## config.mk

```make
export PLATFORM = sky130hd
export DESIGN_NAME = afs_frame_seq
export DESIGN_NICKNAME = d
export VERILOG_FILES = /design/src/rtl/afs_pkg.sv /design/src/rtl/afs_step_timer.sv /design/src/rtl/afs_pulse_decode.sv /design/src/rtl/afs_irq_flag.sv /design/src/rtl/afs_frame_seq.sv
export SDC_FILE = /design/constraint.sdc
export NUM_CORES = 1
export LEC_CHECK = 0
export ABC_CLOCK_PERIOD_IN_PS = 3900
export BUFFER_PORTS_ARGS = -buffer_cell sky130_fd_sc_hd__buf_2
export CORE_MARGIN = 2
export CORE_UTILIZATION = 37
export CTS_CLUSTER_DIAMETER = 120
export DETAILED_ROUTE_END_ITERATION = 10
export MAX_ROUTING_LAYER = met4
export PLACE_DENSITY = 0.61
export SYNTH_ARGS = -nofsm -noshare
export SYNTH_HDL_FRONTEND = slang
export SYNTH_SLANG_ARGS = --single-unit
```

## constraint.sdc

```tcl
create_clock -name clk -period 3.9 [get_ports clk]
set_input_delay 0.195 -clock clk [delete_from_list [all_inputs] [get_ports clk]]
set_output_delay 0.195 -clock clk [all_outputs]
set_load 0.03 [all_outputs]
```

## src/rtl/afs_pkg.sv

```systemverilog
// Package: shared types and helpers for the audio frame sequencer.
// Assumes: step indices never exceed 4 (five-step sequence).
package afs_pkg;

    typedef enum logic {
        SEQ_FOUR = 1'b0,
        SEQ_FIVE = 1'b1
    } seq_mode_e;

    localparam int STEP_IDX_W = 3;
    typedef logic [STEP_IDX_W-1:0] step_idx_t;

    // Larger of two integers, used to size counters from parameters.
    function automatic int max_i(input int a, input int b);
        return (a > b) ? a : b;
    endfunction

endpackage

```

## src/rtl/afs_step_timer.sv

```systemverilog
// Module: step timer. A down counter measures the gap to the pending step,
// fires when it reaches zero, then reloads the gap for the following step.
// Assumes: restart has priority over firing; in five-step mode the restart
// itself stands for step 1, so the timer leaves pointing at step 2.
module afs_step_timer
    import afs_pkg::*;
#(
    parameter int M0_FIRST    = 8315,
    parameter int M0_GAP_A    = 8314,
    parameter int M0_GAP_B    = 8312,
    parameter int M0_GAP_C    = 8314,
    parameter int M0_GAP_D    = 8314,
    parameter int M1_GAP_A    = 8314,
    parameter int M1_GAP_B    = 8314,
    parameter int M1_GAP_C    = 8312,
    parameter int M1_GAP_D    = 8314,
    parameter int M1_GAP_E    = 8312,
    parameter int ALIGN_EXTRA = 0,
    parameter int CNT_W       = 14
) (
    input  logic      clk,
    input  logic      rst_n,
    input  logic      restart,
    input  logic      restart_five,
    input  seq_mode_e mode,
    output logic      fire,
    output step_idx_t pend_idx
);

    localparam int GAP4 [4] = '{M0_GAP_A, M0_GAP_B, M0_GAP_C, M0_GAP_D};
    localparam int GAP5 [5] = '{M1_GAP_A, M1_GAP_B, M1_GAP_C, M1_GAP_D, M1_GAP_E};
    localparam logic [CNT_W-1:0] LOAD_FOUR = CNT_W'(M0_FIRST - 2 + ALIGN_EXTRA);
    localparam logic [CNT_W-1:0] LOAD_FIVE = CNT_W'(M1_GAP_A - 1 + ALIGN_EXTRA);
    localparam int MAX_GAP = max_i(max_i(max_i(M0_GAP_A, M0_GAP_B), max_i(M0_GAP_C, M0_GAP_D)),
                             max_i(max_i(M1_GAP_A, M1_GAP_B), max_i(M1_GAP_C,
                             max_i(M1_GAP_D, M1_GAP_E))));
    localparam int MAX_LOAD = max_i(M0_FIRST - 1 + ALIGN_EXTRA, MAX_GAP + ALIGN_EXTRA);

    logic [CNT_W-1:0] remain_q;
    logic [CNT_W-1:0] gap_len;
    step_idx_t        last_idx;
    step_idx_t        next_idx;

    // Gap that follows the pending step, chosen by the current sequence.
    always_comb begin
        gap_len = '0;
        if (mode == SEQ_FIVE) begin
            for (int i = 0; i < 5; i++) begin
                if (pend_idx == step_idx_t'(i)) gap_len = CNT_W'(GAP5[i]);
            end
        end else begin
            for (int i = 0; i < 4; i++) begin
                if (pend_idx == step_idx_t'(i)) gap_len = CNT_W'(GAP4[i]);
            end
        end
    end

    // Index of the final step and the wrap to the first one.
    always_comb begin
        last_idx = (mode == SEQ_FIVE) ? step_idx_t'(4) : step_idx_t'(3);
        next_idx = (pend_idx == last_idx) ? '0 : pend_idx + step_idx_t'(1);
    end

    // A step fires when the counter is spent and no write restarts it.
    always_comb begin
        fire = (remain_q == '0) && !restart;
    end

    // Counter and pending step: reload on restart or step, else count down.
    always_ff @(posedge clk) begin
        if (!rst_n) begin
            pend_idx <= '0;
            remain_q <= LOAD_FOUR;
        end else if (restart) begin
            if (restart_five) begin
                pend_idx <= step_idx_t'(1);
                remain_q <= LOAD_FIVE;
            end else begin
                pend_idx <= '0;
                remain_q <= LOAD_FOUR;
            end
        end else if (remain_q == '0) begin
            pend_idx <= next_idx;
            remain_q <= gap_len - CNT_W'(1);
        end else begin
            remain_q <= remain_q - CNT_W'(1);
        end
    end

    p_remain_bounded_r2: assert property (@(posedge clk) disable iff (!rst_n)
        remain_q <= CNT_W'(MAX_LOAD));

    p_pend_in_range_r6: assert property (@(posedge clk) disable iff (!rst_n)
        pend_idx <= ((mode == SEQ_FIVE) ? step_idx_t'(4) : step_idx_t'(3)));

    p_fire_one_cycle_r2: assert property (@(posedge clk) disable iff (!rst_n)
        fire |=> !fire);

endmodule

```

## src/rtl/afs_pulse_decode.sv

```systemverilog
// Module: strobe decoder. Turns step events into registered quarter-frame
// and half-frame strobes, using a per-sequence step mask.
// Assumes: a five-step restart counts as step 1 of that sequence.
module afs_pulse_decode
    import afs_pkg::*;
#(
    parameter int NUM_SEQ = 2
) (
    input  logic      clk,
    input  logic      rst_n,
    input  logic      restart,
    input  logic      restart_five,
    input  seq_mode_e mode,
    input  logic      fire,
    input  step_idx_t pend_idx,
    output logic      qtr_pulse,
    output logic      half_pulse
);

    localparam int MASK_W = 1 << STEP_IDX_W;

    logic [MASK_W-1:0] qtr_mask  [NUM_SEQ];
    logic [MASK_W-1:0] half_mask [NUM_SEQ];

    // Step masks per sequence: bit i enables the strobe on step index i.
    for (genvar s = 0; s < NUM_SEQ; s++) begin : g_seq_mask
        if (s == int'(SEQ_FIVE)) begin : g_five
            assign qtr_mask[s]  = MASK_W'(8'b0000_1111);
            assign half_mask[s] = MASK_W'(8'b0000_0101);
        end else begin : g_four
            assign qtr_mask[s]  = MASK_W'(8'b0000_1111);
            assign half_mask[s] = MASK_W'(8'b0000_1010);
        end
    end

    // Register the strobes for one cycle on each step or five-step restart.
    always_ff @(posedge clk) begin
        if (!rst_n) begin
            qtr_pulse  <= 1'b0;
            half_pulse <= 1'b0;
        end else if (restart) begin
            qtr_pulse  <= restart_five;
            half_pulse <= restart_five;
        end else if (fire) begin
            qtr_pulse  <= qtr_mask[int'(mode)][pend_idx];
            half_pulse <= half_mask[int'(mode)][pend_idx];
        end else begin
            qtr_pulse  <= 1'b0;
            half_pulse <= 1'b0;
        end
    end

    p_half_with_qtr_r3: assert property (@(posedge clk) disable iff (!rst_n)
        half_pulse |-> qtr_pulse);

    p_five_immediate_r5: assert property (@(posedge clk) disable iff (!rst_n)
        (restart && restart_five) |=> (qtr_pulse && half_pulse));

    p_four_quiet_r5: assert property (@(posedge clk) disable iff (!rst_n)
        (restart && !restart_five) |=> (!qtr_pulse && !half_pulse));

endmodule

```

## src/rtl/afs_irq_flag.sv

```systemverilog
// Module: frame interrupt flag. It is driven set on the last-step edge of
// the four-step sequence and on the two edges after it. A status read
// clears it outside that window; a write with the inhibit bit clears it.
// Assumes: the write edge itself never sets the flag (sequence restarts).
module afs_irq_flag
    import afs_pkg::*;
(
    input  logic      clk,
    input  logic      rst_n,
    input  logic      restart,
    input  logic      wr_inhibit,
    input  logic      inhibit_q,
    input  seq_mode_e mode,
    input  logic      fire,
    input  step_idx_t pend_idx,
    input  logic      stat_rd,
    output logic      frame_flag
);

    logic       last_fire;
    logic [1:0] tail_q;
    logic       set_now;

    // Last step of the four-step sequence is firing on this edge.
    always_comb begin
        last_fire = fire && (mode == SEQ_FOUR) && (pend_idx == step_idx_t'(3));
        set_now   = !inhibit_q && (mode == SEQ_FOUR) && (last_fire || (tail_q != 2'b00));
    end

    // Two-edge tail that stretches the set drive past the last step.
    always_ff @(posedge clk) begin
        if (!rst_n || restart) begin
            tail_q <= 2'b00;
        end else begin
            tail_q <= {tail_q[0], last_fire};
        end
    end

    // Flag: write decides first, then set drive, then read clear.
    always_ff @(posedge clk) begin
        if (!rst_n) begin
            frame_flag <= 1'b0;
        end else if (restart) begin
            frame_flag <= wr_inhibit ? 1'b0 : frame_flag;
        end else if (set_now) begin
            frame_flag <= 1'b1;
        end else if (stat_rd) begin
            frame_flag <= 1'b0;
        end
    end

    p_read_clears_r7: assert property (@(posedge clk) disable iff (!rst_n)
        (stat_rd && !restart && !fire && tail_q == 2'b00) |=> !frame_flag);

    p_inhibit_write_clears_r8: assert property (@(posedge clk) disable iff (!rst_n)
        (restart && wr_inhibit) |=> !frame_flag);

    p_plain_write_keeps_r8: assert property (@(posedge clk) disable iff (!rst_n)
        (restart && !wr_inhibit) |=> (frame_flag == $past(frame_flag)));

    p_inhibit_blocks_set_r9: assert property (@(posedge clk) disable iff (!rst_n)
        (inhibit_q && !restart) |=> !$rose(frame_flag));

    p_set_window_held_r4: assert property (@(posedge clk) disable iff (!rst_n)
        ($rose(frame_flag) && !restart) |=> frame_flag);

endmodule

```

## src/rtl/afs_frame_seq.sv

```systemverilog
// Module: audio frame sequencer top. Holds the control fields, then feeds
// the step timer, the strobe decoder and the interrupt flag.
// Assumes: bit 7 of the control byte picks the sequence and bit 6 inhibits
// the interrupt; reset acts like a write of 0x00 that also clears the flag.
module afs_frame_seq
    import afs_pkg::*;
#(
    parameter int M0_FIRST    = 8315,
    parameter int M0_GAP_A    = 8314,
    parameter int M0_GAP_B    = 8312,
    parameter int M0_GAP_C    = 8314,
    parameter int M0_GAP_D    = 8314,
    parameter int M1_GAP_A    = 8314,
    parameter int M1_GAP_B    = 8314,
    parameter int M1_GAP_C    = 8312,
    parameter int M1_GAP_D    = 8314,
    parameter int M1_GAP_E    = 8312,
    parameter int ALIGN_EXTRA = 0,
    parameter int DATA_W      = 8,
    parameter int MODE_BIT    = 7,
    parameter int INH_BIT     = 6
) (
    input  logic              clk,
    input  logic              rst_n,
    input  logic              ctrl_wr,
    input  logic [DATA_W-1:0] ctrl_data,
    input  logic              stat_rd,
    output logic              qtr_pulse,
    output logic              half_pulse,
    output logic              frame_flag,
    output logic              frame_irq
);

    localparam int CNT_MAX = max_i(M0_FIRST, max_i(M1_GAP_A, M0_GAP_A)) + 2;
    localparam int CNT_W   = $clog2(CNT_MAX + 1);

    seq_mode_e mode_q;
    logic      inhibit_q;
    logic      wr_five;
    logic      wr_inh;
    logic      fire;
    step_idx_t pend_idx;

    // Decode the two control fields of the written byte.
    always_comb begin
        wr_five = ctrl_data[MODE_BIT];
        wr_inh  = ctrl_data[INH_BIT];
    end

    // Control register: sequence select and interrupt inhibit.
    always_ff @(posedge clk) begin
        if (!rst_n) begin
            mode_q    <= SEQ_FOUR;
            inhibit_q <= 1'b0;
        end else if (ctrl_wr) begin
            mode_q    <= wr_five ? SEQ_FIVE : SEQ_FOUR;
            inhibit_q <= wr_inh;
        end
    end

    afs_step_timer #(
        .M0_FIRST   (M0_FIRST),
        .M0_GAP_A   (M0_GAP_A),
        .M0_GAP_B   (M0_GAP_B),
        .M0_GAP_C   (M0_GAP_C),
        .M0_GAP_D   (M0_GAP_D),
        .M1_GAP_A   (M1_GAP_A),
        .M1_GAP_B   (M1_GAP_B),
        .M1_GAP_C   (M1_GAP_C),
        .M1_GAP_D   (M1_GAP_D),
        .M1_GAP_E   (M1_GAP_E),
        .ALIGN_EXTRA(ALIGN_EXTRA),
        .CNT_W      (CNT_W)
    ) u_timer (
        .clk         (clk),
        .rst_n       (rst_n),
        .restart     (ctrl_wr),
        .restart_five(wr_five),
        .mode        (mode_q),
        .fire        (fire),
        .pend_idx    (pend_idx)
    );

    afs_pulse_decode #(
        .NUM_SEQ(2)
    ) u_decode (
        .clk         (clk),
        .rst_n       (rst_n),
        .restart     (ctrl_wr),
        .restart_five(wr_five),
        .mode        (mode_q),
        .fire        (fire),
        .pend_idx    (pend_idx),
        .qtr_pulse   (qtr_pulse),
        .half_pulse  (half_pulse)
    );

    afs_irq_flag u_flag (
        .clk       (clk),
        .rst_n     (rst_n),
        .restart   (ctrl_wr),
        .wr_inhibit(wr_inh),
        .inhibit_q (inhibit_q),
        .mode      (mode_q),
        .fire      (fire),
        .pend_idx  (pend_idx),
        .stat_rd   (stat_rd),
        .frame_flag(frame_flag)
    );

    // Interrupt request follows the flag.
    assign frame_irq = frame_flag;

    p_irq_mirror_r10: assert property (@(posedge clk) disable iff (!rst_n)
        frame_irq == frame_flag);

    p_five_never_sets_r6: assert property (@(posedge clk) disable iff (!rst_n)
        (mode_q == SEQ_FIVE && !ctrl_wr) |=> !$rose(frame_flag));

    p_reset_clear_r1: assert property (@(posedge clk)
        !rst_n |=> (!qtr_pulse && !half_pulse && !frame_flag));

endmodule

```

-- Yosys cells after proc, flatten, opt, wreduce, memory -nomap -nowiden
Index checks and enable logic that the tools add are counted.
- memories: 0
- flip-flop bits (word level): 24
- memory bits (writable): 0
- bits in read-only memories: 0
- latch bits: 0
- input bits: 12
- output and inout port bits: 4
- muxes and demuxes: 33
- bitwise gates (word level): 3
- divide/modulo/power cells: 0
- add/sub/neg operators: 3
- multiply operators: 0
- reductions and logical operators: 17
- eq/ne operators: 6
- shift operators: 0
- order comparisons: 2
- operators with widths (operator ; number):
    $mux 14 ; 10
    $ge 32x2->1 const B ; 1
    $mux 8 ; 4
    $not 1->32 ; 1
    $sub 14x1->14 const B ; 2
    $logic_not 14->1 ; 1
    $mux 1 ; 12
    $mux 3 ; 4
    $bmux 1 s3 ; 2
    $eq 3x2->1 const B ; 2
    $logic_and 1x1->1 ; 5
    $lt 3x4->1 const B ; 1
    $mux 4 ; 1
    $reduce_bool 2->1 ; 2
    $add 3x1->3 const B ; 1
    $eq 3x1->1 const B ; 1
    $eq 3x3->1 ; 1
    $eq 3x3->1 const B ; 1
    $logic_not 1->1 ; 3
    $logic_not 3->1 ; 1
    $reduce_bool 3->1 ; 1
    $logic_or 1x1->1 ; 2
    $ne 2x1->1 const B ; 1
    $not 1->1 ; 2
    other kinds (2) ; 2

-- Logic depth before layout (Yosys ltp)
Gate-level depths: netlist of run 1.
- depth after elaboration: 9
- depth in mapped cells: 11
- mapped depth without buffers: 11

-- Cells and area by module
From an unflattened synthesis of run 1, not the netlist that was laid out.
- cells, all modules: 139
- area, all modules: 1328.8 sq um
- by module, submodules not included (module ; cells each ; area an instance (sq um) ; instances):
    afs_step_timer ; 111 ; 998.5 ; 1
    afs_irq_flag ; 13 ; 148.9 ; 1
    afs_pulse_decode ; 8 ; 101.3 ; 1
    afs_frame_seq ; 7 ; 80.1 ; 1

-- Worst setup path before layout of run 1
OpenSTA, ideal clock, no wires.
- kind: register to register
- start: register u_timer.pend_idx[0]
- end: register u_timer.remain_q[12]
- slack: 1.352 ns
- buffers on the path: 0
- arrival: 2.478 ns
- cell stages (with the launch flop): 12
- path through: dfxtp_1 inv_1 ha_1 or2_2 a211oi_4 nor3_1 a21oi_1 ha_1 and3b_2 o31ai_1 or4_1 a21oi_1
- word-level cells in the longest chain between the ends: 9
- elaborated cells between the ends (all ways): 16
- ends and longest elaborated chain (item ; line ; RTL):
    start, declared ; afs_step_timer.sv:27 ; output step_idx_t pend_idx
    start signal, assigned ; afs_step_timer.sv:76 ; pend_idx <= step_idx_t'(1);
    start signal, assigned ; afs_step_timer.sv:83 ; pend_idx <= next_idx;
    $logic_not 3->1 ; afs_step_timer.sv:49, afs_step_timer.sv:53 ;
    $mux 14 ; afs_step_timer.sv:49, afs_step_timer.sv:53 ;
    $mux 14 (4 in series) ; afs_step_timer.sv:49 ; if (pend_idx == step_idx_t'(i)) gap_len = CNT_W'(GAP5[i]);
    $mux 14 (*) ; afs_step_timer.sv:47 ; if (mode == SEQ_FIVE) begin
    $sub 14x1->14 (*) ; afs_step_timer.sv:84 ; remain_q <= gap_len - CNT_W'(1);
    $mux 14 (*) ; afs_step_timer.sv:82 ; end else if (remain_q == '0) begin
    end signal, assigned ; afs_step_timer.sv:84 ;
    end signal, assigned ; afs_step_timer.sv:86 ; remain_q <= remain_q - CNT_W'(1);
    end, declared ; afs_step_timer.sv:39 ; logic [CNT_W-1:0] remain_q;
Every way passes the cells marked *; elsewhere a longest branch is shown, timed or not.
A chain may end at the register's enable or synchronous reset.

-- Final worst setup path of run 1
Same ends and word-level chain as after synthesis.

==> impl_results.md, run 1 <==
- Status: finished clean
- Setup Buffers After CTS: 0
- Crit path capture type: flop
- Final worst-path cycle share: 0.738
- Final antenna-violating net count: 0
- Vias in the first global route: 934
- Final Max Slew Viols: 0
- Crit path depth: 11
- GR Util All Layers: 0.136
- Reg2reg end: u_timer.remain_q[12]
- Fill cells: 348
- Layout area overhead: 7.74%
- H-tree depth: 1
- Final Hold Fails: 0
- Drt wl/cell: 12.6 um
- FF+latch count, synth: 24
- GRT overflow: 0
- CP arrival: 3.12 ns
- Hold_buf cts: 0
- Starting Density: 0.381
- Delay-heaviest family, CP: simple AND/OR/NAND/NOR gates
- CP Cell Sequence: inv_1, ha_1, or2_2, a211oi_4, nor3_1, a21oi_1, ha_1, and3b_2, o31ai_1, or4_1, a21oi_1
- TritonCTS clock tree: yes
- Syn Nets: 157
- Final TNS setup: 0 ns
- Routability cong.: 0.777
- Vias: 1002
- Slew Limit Headroom: 0.638
- Core footprint: 0.00331 mm2
- Die ar.: 0.00389 mm2
- WP data required: 4.14 ns
- Final Skew: 0.00229 ns
- Hold Crit Class: primary input to flop
- Initial antenna violation count: 0
- Worst Hold Depth: 3
- MaxCap Viol Count: 0
- Setup-failing EPs final: 0
- RSZ-0062 raised after global routing: no
- Post-synthesis sequential area ratio: 0.381
- Routed WL: 2430 um
- R2R setup slack: 1.02 ns
- CP Class: flop to flop
- HPWL after DPL: 1830 um
- Vias per cell: 5.22
- Core Rows: 21
- CTS resizes: 0
- Drt pass-1 iters: 4
- Largest net degree at the start of global routing: 14
- Most common cell after layout, fill and taps aside: dfxtp_1
- N_diodes: 0
- Hold Crit Start: ctrl_data[6]
- Reg clk slew, reported paths: 0.12 ns
- R2R Path Start: u_timer.pend_idx[0]
- Commonest non-fill, non-tap cells in the layout: 24 x dfxtp_1, 11 x nand2_1, 9 x a21oi_1, 9 x buf_2
- Final net count: 166
- Syn avg cell area: 9.07 um2
- Layout cell share with drive strength beyond 1: 0.158
- Die height: 62.4 um
- Design Area, Final: 0.00136 mm2
- Crit path largest cell delay: 0.47 ns
- Clk_lat worst skew: 0.31 ns
- Pleak: 0.484 nW
- Fmax achieved: 347 MHz
- CTS root buffer: clkbuf_4
- Minimum clock period: 2.88 ns
- Num ports: 16
- Worst setup SP type: flop
- Area of the mapped netlist: 0.00126 mm2
- Synth warn: 0
- Post-Syn Instances: 139
- Hold path endpoint: inhibit_q
- Slowest-stage cell, CP: dfxtp_1
- Pwr Density: 291 mW/mm2
- Clock sink count: 24
- CP max FO: 6
- Post-DP Area: 0.00134 mm2
- TritonCTS Buffers: 3
- First-pass GRT wire length: 4190 um
- Port Buffers: 9
- Die width: 62.4 um
- First DRT Iteration DRCs: 41
- R2R depth: 11
- Synth unique cells: 42
- Detailed-route DRC error count: 0
- Worst Max-Slew Pin Slew: 0.543 ns
- Maximum vdd ir drop: 0.191 mV
- Worst Path Buf+Inv: 1
- Longest Clk Path Bufs: 2
flip-flops by register name, indices dropped and copies added, names as in the netlist:
register / flops
u_flag.tail_q: 2
inhibit_q: 1
u_decode.qtr_pulse: 1
mode_q: 1
u_timer.remain_q: 14
u_flag.frame_flag: 1
u_timer.pend_idx: 3
u_decode.half_pulse: 1
tightest hold or removal path, cell delays in order:
cell and delay [ns]:
buf_2 0.09, nand2_1 0.06, a21boi_0 0.07
power breakdown:
part,internal (mW),leakage (nW),switching (mW)
clock network,0.0361,0.0138,0.0711
registers,0.249,0.195,0.00520
logic,0.0138,0.275,0.0204
routing by layer:
metal,GRT usage,vias up,part of all wire
li1,-,516,-
met1,0.167,471,0.47
met2,0.228,13,0.50
met3,0.0342,2,0.028
met4,0.0250,0,0.0070
met5,-,-,0
final cells by class:
cell class / instances / area, um2 / area share
sequential: 24 / 480 / 0.354
clock buffer: 3 / 22.5 / 0.0166
timing repair buffer: 9 / 45.0 / 0.0331
tap: 46 / 57.6 / 0.0424
inverter: 4 / 15.0 / 0.0110
multi-input combinational: 106 / 738 / 0.543
kinds of logic (layout without fill, tap and decap cells):
family / Yosys count / count (layout) / synth area share
AO/OA/AOI/OAI: 35 / 35 / 0.201
XOR/XNOR: 5 / 5 / 0.0347
adder cells (fa/ha/maj): 6 / 6 / 0.0595
buffers and inverters: 9 / 16 / 0.0337
flip-flops: 24 / 24 / 0.381
multiplexers: 2 / 2 / 0.0169
AND/OR/NAND/NOR: 58 / 58 / 0.273
synthesized netlist by cell type:
cell type	instances	share of area
nor2b_1	1	0.0050
mux2_2	1	0.0089
o311ai_0	1	0.0069
nand3_1	3	0.012
nand2_2	1	0.0050
o21ba_2	1	0.0079
or4_1	3	0.018
a21boi_0	6	0.036
o41ai_1	1	0.0069
inv_1	4	0.012
o21bai_1	2	0.012
nor3b_1	2	0.012
nor4_1	1	0.0050
xor2_1	3	0.021
clkbuf_1	2	0.0060
and4_2	1	0.0079
a211oi_4	1	0.016
o31ai_1	6	0.036
nor4_4	1	0.017
nand4_1	2	0.0099
or3_1	3	0.015
dfxtp_1	24	0.38
nand2_1	11	0.033
xnor2_1	2	0.014
nand3b_1	2	0.012
o211ai_1	2	0.012
nor3_1	7	0.028
ha_1	6	0.060
or2_2	1	0.0050
a21oi_1	9	0.036
and3b_2	1	0.0079
buf_2	1	0.0040
nand2b_1	7	0.035
nor3_2	1	0.0079
nor2_1	6	0.018
mux2i_1	1	0.0079
buf_4	2	0.012
o22ai_2	1	0.0099
o21ai_0	4	0.016
and2_1	3	0.015
or3_2	1	0.0060
a221oi_1	1	0.0069
how the worst max path moves through the flow:
| stage | start | to | slack [ns] |
|---|---|---|---|
| detailed placement | u_timer.pend_idx[0] | u_timer.remain_q[12] | 1.03 |
| global placement | u_timer.pend_idx[0] | u_timer.remain_q[12] | 1.12 |
| finish | u_timer.pend_idx[0] | u_timer.remain_q[12] | 1.02 |
| CTS | u_timer.pend_idx[0] | u_timer.remain_q[12] | 0.99 |
| global route | u_timer.pend_idx[0] | u_timer.remain_q[12] | 0.84 |
| floorplan | u_timer.pend_idx[0] | u_timer.remain_q[12] | 1.35 |
per-stage QoR:
| stage | instances | power [mW] | util | setup slack (ns) | hold WS [ns] |
|---|---|---|---|---|---|
| floorplan | 139 | 0.285 | - | 1.35 | 0.317 |
| global placement | 189 | 0.293 | 0.404 | 1.12 | 0.401 |
| detailed placement | 189 | 0.294 | 0.404 | 1.03 | 0.422 |
| CTS | 192 | 0.403 | 0.410 | 0.995 | 0.142 |
| global route | 192 | 0.417 | 0.410 | 0.837 | 0.162 |
| finish | 192 | 0.396 | 0.410 | 1.02 | 0.156 |
Power figures use the tool's default switching activity.
==> inputs of run 2 (changes only) <==
--- a/config.mk
+++ b/config.mk
@@ -5,14 +5,14 @@
 export SDC_FILE = /design/constraint.sdc
 export NUM_CORES = 1
 export LEC_CHECK = 0
-export ABC_CLOCK_PERIOD_IN_PS = 3900
+export ABC_CLOCK_PERIOD_IN_PS = 2600
 export BUFFER_PORTS_ARGS = -buffer_cell sky130_fd_sc_hd__buf_2
 export CORE_MARGIN = 2
 export CORE_UTILIZATION = 37
 export CTS_CLUSTER_DIAMETER = 120
 export DETAILED_ROUTE_END_ITERATION = 10
 export MAX_ROUTING_LAYER = met4
-export PLACE_DENSITY = 0.61
+export PLACE_DENSITY = 0.63
 export SYNTH_ARGS = -nofsm -noshare
 export SYNTH_HDL_FRONTEND = slang
 export SYNTH_SLANG_ARGS = --single-unit
==> constraint.sdc (replaced) <==
create_clock -name clk -period 2.6 [get_ports clk]
set_input_delay 0.13 -clock clk [delete_from_list [all_inputs] [get_ports clk]]
set_output_delay 0.13 -clock clk [all_outputs]
set_load 0.03 [all_outputs]
==> impl_results.md, run 2 (synthesis results as in run 1) <==
- Status: finished clean
- Hold_buf cts: 0 (unchanged)
- Total power: 0.605 mW (+53%)
- Final TNS setup: 0 ns (unchanged)
- Vias per cell: 5.17 (-0.86%)
- Reg clk slew, reported paths: 0.13 ns (about the same)
- Max FFs per register: 14 (unchanged)
- First DRT Iteration DRCs: 38 (-7.3%)
- Clk pwr share: 0.272 (about the same)
- Routing usage on met1: 0.177 (+0.00985)
- MaxCap Viol Count: 0 (unchanged)
- Maximum vdd ir drop: 0.238 mV (+25%)
- CTS root buffer: clkbuf_4
- Worst setup SP type: flop
- Final Max Slew Viols: 0 (unchanged)
- Fmax achieved: 403 MHz (+16%)
- Register share of total power: 0.625 (-0.018)
- Cell count after placement: 196 (+3.7%)
- N_diodes: 0 (unchanged)
- Die ar.: 0.00389 mm2 (unchanged)
- Pleak: 0.528 nW (+9.2%)
- Initial antenna violation count: 0 (unchanged)
- Worst hold margin: 0.0949 ns (-0.0611 ns)
- Place WS: -0.0580 ns (-1.09 ns)
- CP max FO: 5 (-1)
- Reg2reg end: u_timer.remain_q[12]
- Minimum clock period: 2.48 ns (-0.397 ns)
- Largest net degree at the start of global routing: 14 (unchanged)
- Crit path capture type: flop
- R2R setup slack: 0.12 ns (-0.90 ns)
- Die width: 62.4 um (unchanged)
- Final antenna-violating net count: 0 (unchanged)
- Final Hold Fails: 0 (unchanged)
- Combinational fraction of design power: 0.103 (+0.017)
- Clock sink count: 24 (unchanged)
- Routability cong.: 0.817 (+5.1%)
- Core Rows: 21 (unchanged)
- Switching portion of total power: 0.249 (+0.00437)
- Final Skew: 0.0102 ns (+0.00790 ns)
- Drt wl/cell: 12.7 um (+0.13%)
- TritonCTS clock tree: yes
- R2R depth: 11 (unchanged)
- Post-DP Area: 0.00139 mm2 (+3.9%)
- Core footprint: 0.00331 mm2 (unchanged)
- Most common cell after layout, fill and taps aside: dfxtp_1
- H-tree depth: 1 (unchanged)
- Clk_lat worst skew: 0.32 ns (about the same)
- Fin worst setup slack: 0.117 ns (-0.903 ns)
- Design Area, Final: 0.00146 mm2 (+7.3%)
- Int Pwr: 0.455 mW (+52%)
- CP arrival: 2.73 ns (-0.39 ns)
- Drt pass-1 iters: 4 (unchanged)
- Starting Density: 0.381 (unchanged)
- TritonCTS Buffers: 3 (unchanged)
- Longest Clk Path Bufs: 2 (unchanged)
- GRT overflow: 0 (unchanged)
- Port Buffers: 9 (unchanged)
- Final net count: 175 (+5.4%)
- Fin util: 0.440 (+0.0299)
- Hold Crit Class: primary input to flop
- Grt peak-use layer: met2
- Die height: 62.4 um (unchanged)
- Final worst-path cycle share: 0.955 (+0.217)
- WP data required: 2.85 ns (-1.29 ns)
- Commonest non-fill, non-tap cells in the layout: 22 x dfxtp_1, 11 x nand2_1, 9 x buf_2, 9 x buf_4, 8 x a21oi_1
- GR Util met2: 0.262 (+0.0340)
- Largest Register: u_timer.remain_q
- Final std cells w/o fill: 201 (+4.7%)
- Routed WL: 2540 um (+4.8%)
- Num ports: 16 (unchanged)
- Pwr Density: 415 mW/mm2 (+42%)
- Vias in the first global route: 1048 (+12%)
- Layout cell share with drive strength beyond 1: 0.258 (+0.101)
- Worst setup endpoint: u_timer.remain_q[12]
- Largest regs: u_timer.remain_q: 14 flops, u_timer.pend_idx: 3 flops, u_flag.tail_q: 2 flops
- Net Switching: 0.150 mW (+56%)
- Setup crit start: u_timer.pend_idx[0]
- HPWL after DPL: 1900 um (+3.8%)
- R2R Path Start: u_timer.pend_idx[0]
- Setup-failing EPs final: 0 (unchanged)
- First-pass GRT wire length: 4640 um (+11%)
- Detailed-route DRC error count: 0 (unchanged)
- Slew Limit Headroom: 0.721 (+0.0834)
- Met3 Use GR: 0.0324 (-0.00180)
- GR Util All Layers: 0.149 (+0.0133)
- Layout area overhead: 15.6%
- CP Class: flop to flop
- Worst Max-Slew Pin Slew: 0.414 ns (-0.129 ns)
- Vias: 1040 (+3.8%)
## run 2: cell types whose count changed in the layout (fill, tap and decap cells not counted), moves of 2 or more
cell	before	now
buf_4	0	9
ha_1	6	3
ha_2	0	3
dfxtp_1	24	22
dfxtp_4	0	2
## run 2: power by group through the flow
| stage | combinational [mW] | clock [mW] | sequential [mW] |
|---|---|---|---|
| CTS | 0.0610 | 0.170 | 0.379 |
| global route | 0.0706 | 0.186 | 0.380 |
| global placement | 0.0594 | 0 | 0.388 |
| floorplan | 0.0378 | 0 | 0.389 |
| finish | 0.0622 | 0.164 | 0.379 |
| detailed placement | 0.0606 | 0 | 0.388 |
## run 2: timing repair
| item | CTS | global route |
|---|---|---|
| setup endpoints to repair | 1 | 2 |
| hold endpoints to repair | 0 | 0 |
| buffers inserted | 1 | 1 |
| cloned | 0 | 0 |
| resized for setup | 6 | 5 |
| pin swaps | 0 | 4 |
## run 2: worst min-delay path by stage
| stage | startpoint | end | slack [ns] | cells past startpoint |
|---|---|---|---|---|
| after detailed placement | u_timer.remain_q[0] | u_timer.remain_q[0] | 0.41 | 1 |
| after floorplan | rst_n | u_timer.pend_idx[0] | 0.25 | 1 |
| after global routing | rst_n | u_flag.frame_flag | 0.10 | 2 |
| final | ctrl_data[6] | inhibit_q | 0.09 | 3 |
| after CTS | ctrl_data[6] | inhibit_q | 0.09 | 3 |
| after global placement | u_timer.remain_q[0] | u_timer.remain_q[0] | 0.40 | 1 |
## run 2: area by class of cell
class / instances / area (um2)
fill: 341 / 1850
multi-input combinational: 106 / 762
sequential: 24 / 488
timing repair buffer: 18 / 113
tap: 46 / 57.6
clock buffer: 3 / 22.5
inverter: 4 / 15.0
## run 2: critical path: stages, from the launching register on
cell and delay (ns):
dfxtp_4 0.39, buf_4 0.14, ha_1 0.19, ha_2 0.21
a211oi_4 0.25, nor3_2 0.05, a21oi_1 0.13, ha_2 0.20
and3b_2 0.21, o31ai_2 0.09, or4_1 0.42, a21oi_2 0.13
## run 2: layer usage
metal	share of wire	routed length (um)
met5	0	0
met4	0.0067	17
met3	0.027	69
met2	0.50	1270
met1	0.47	1190
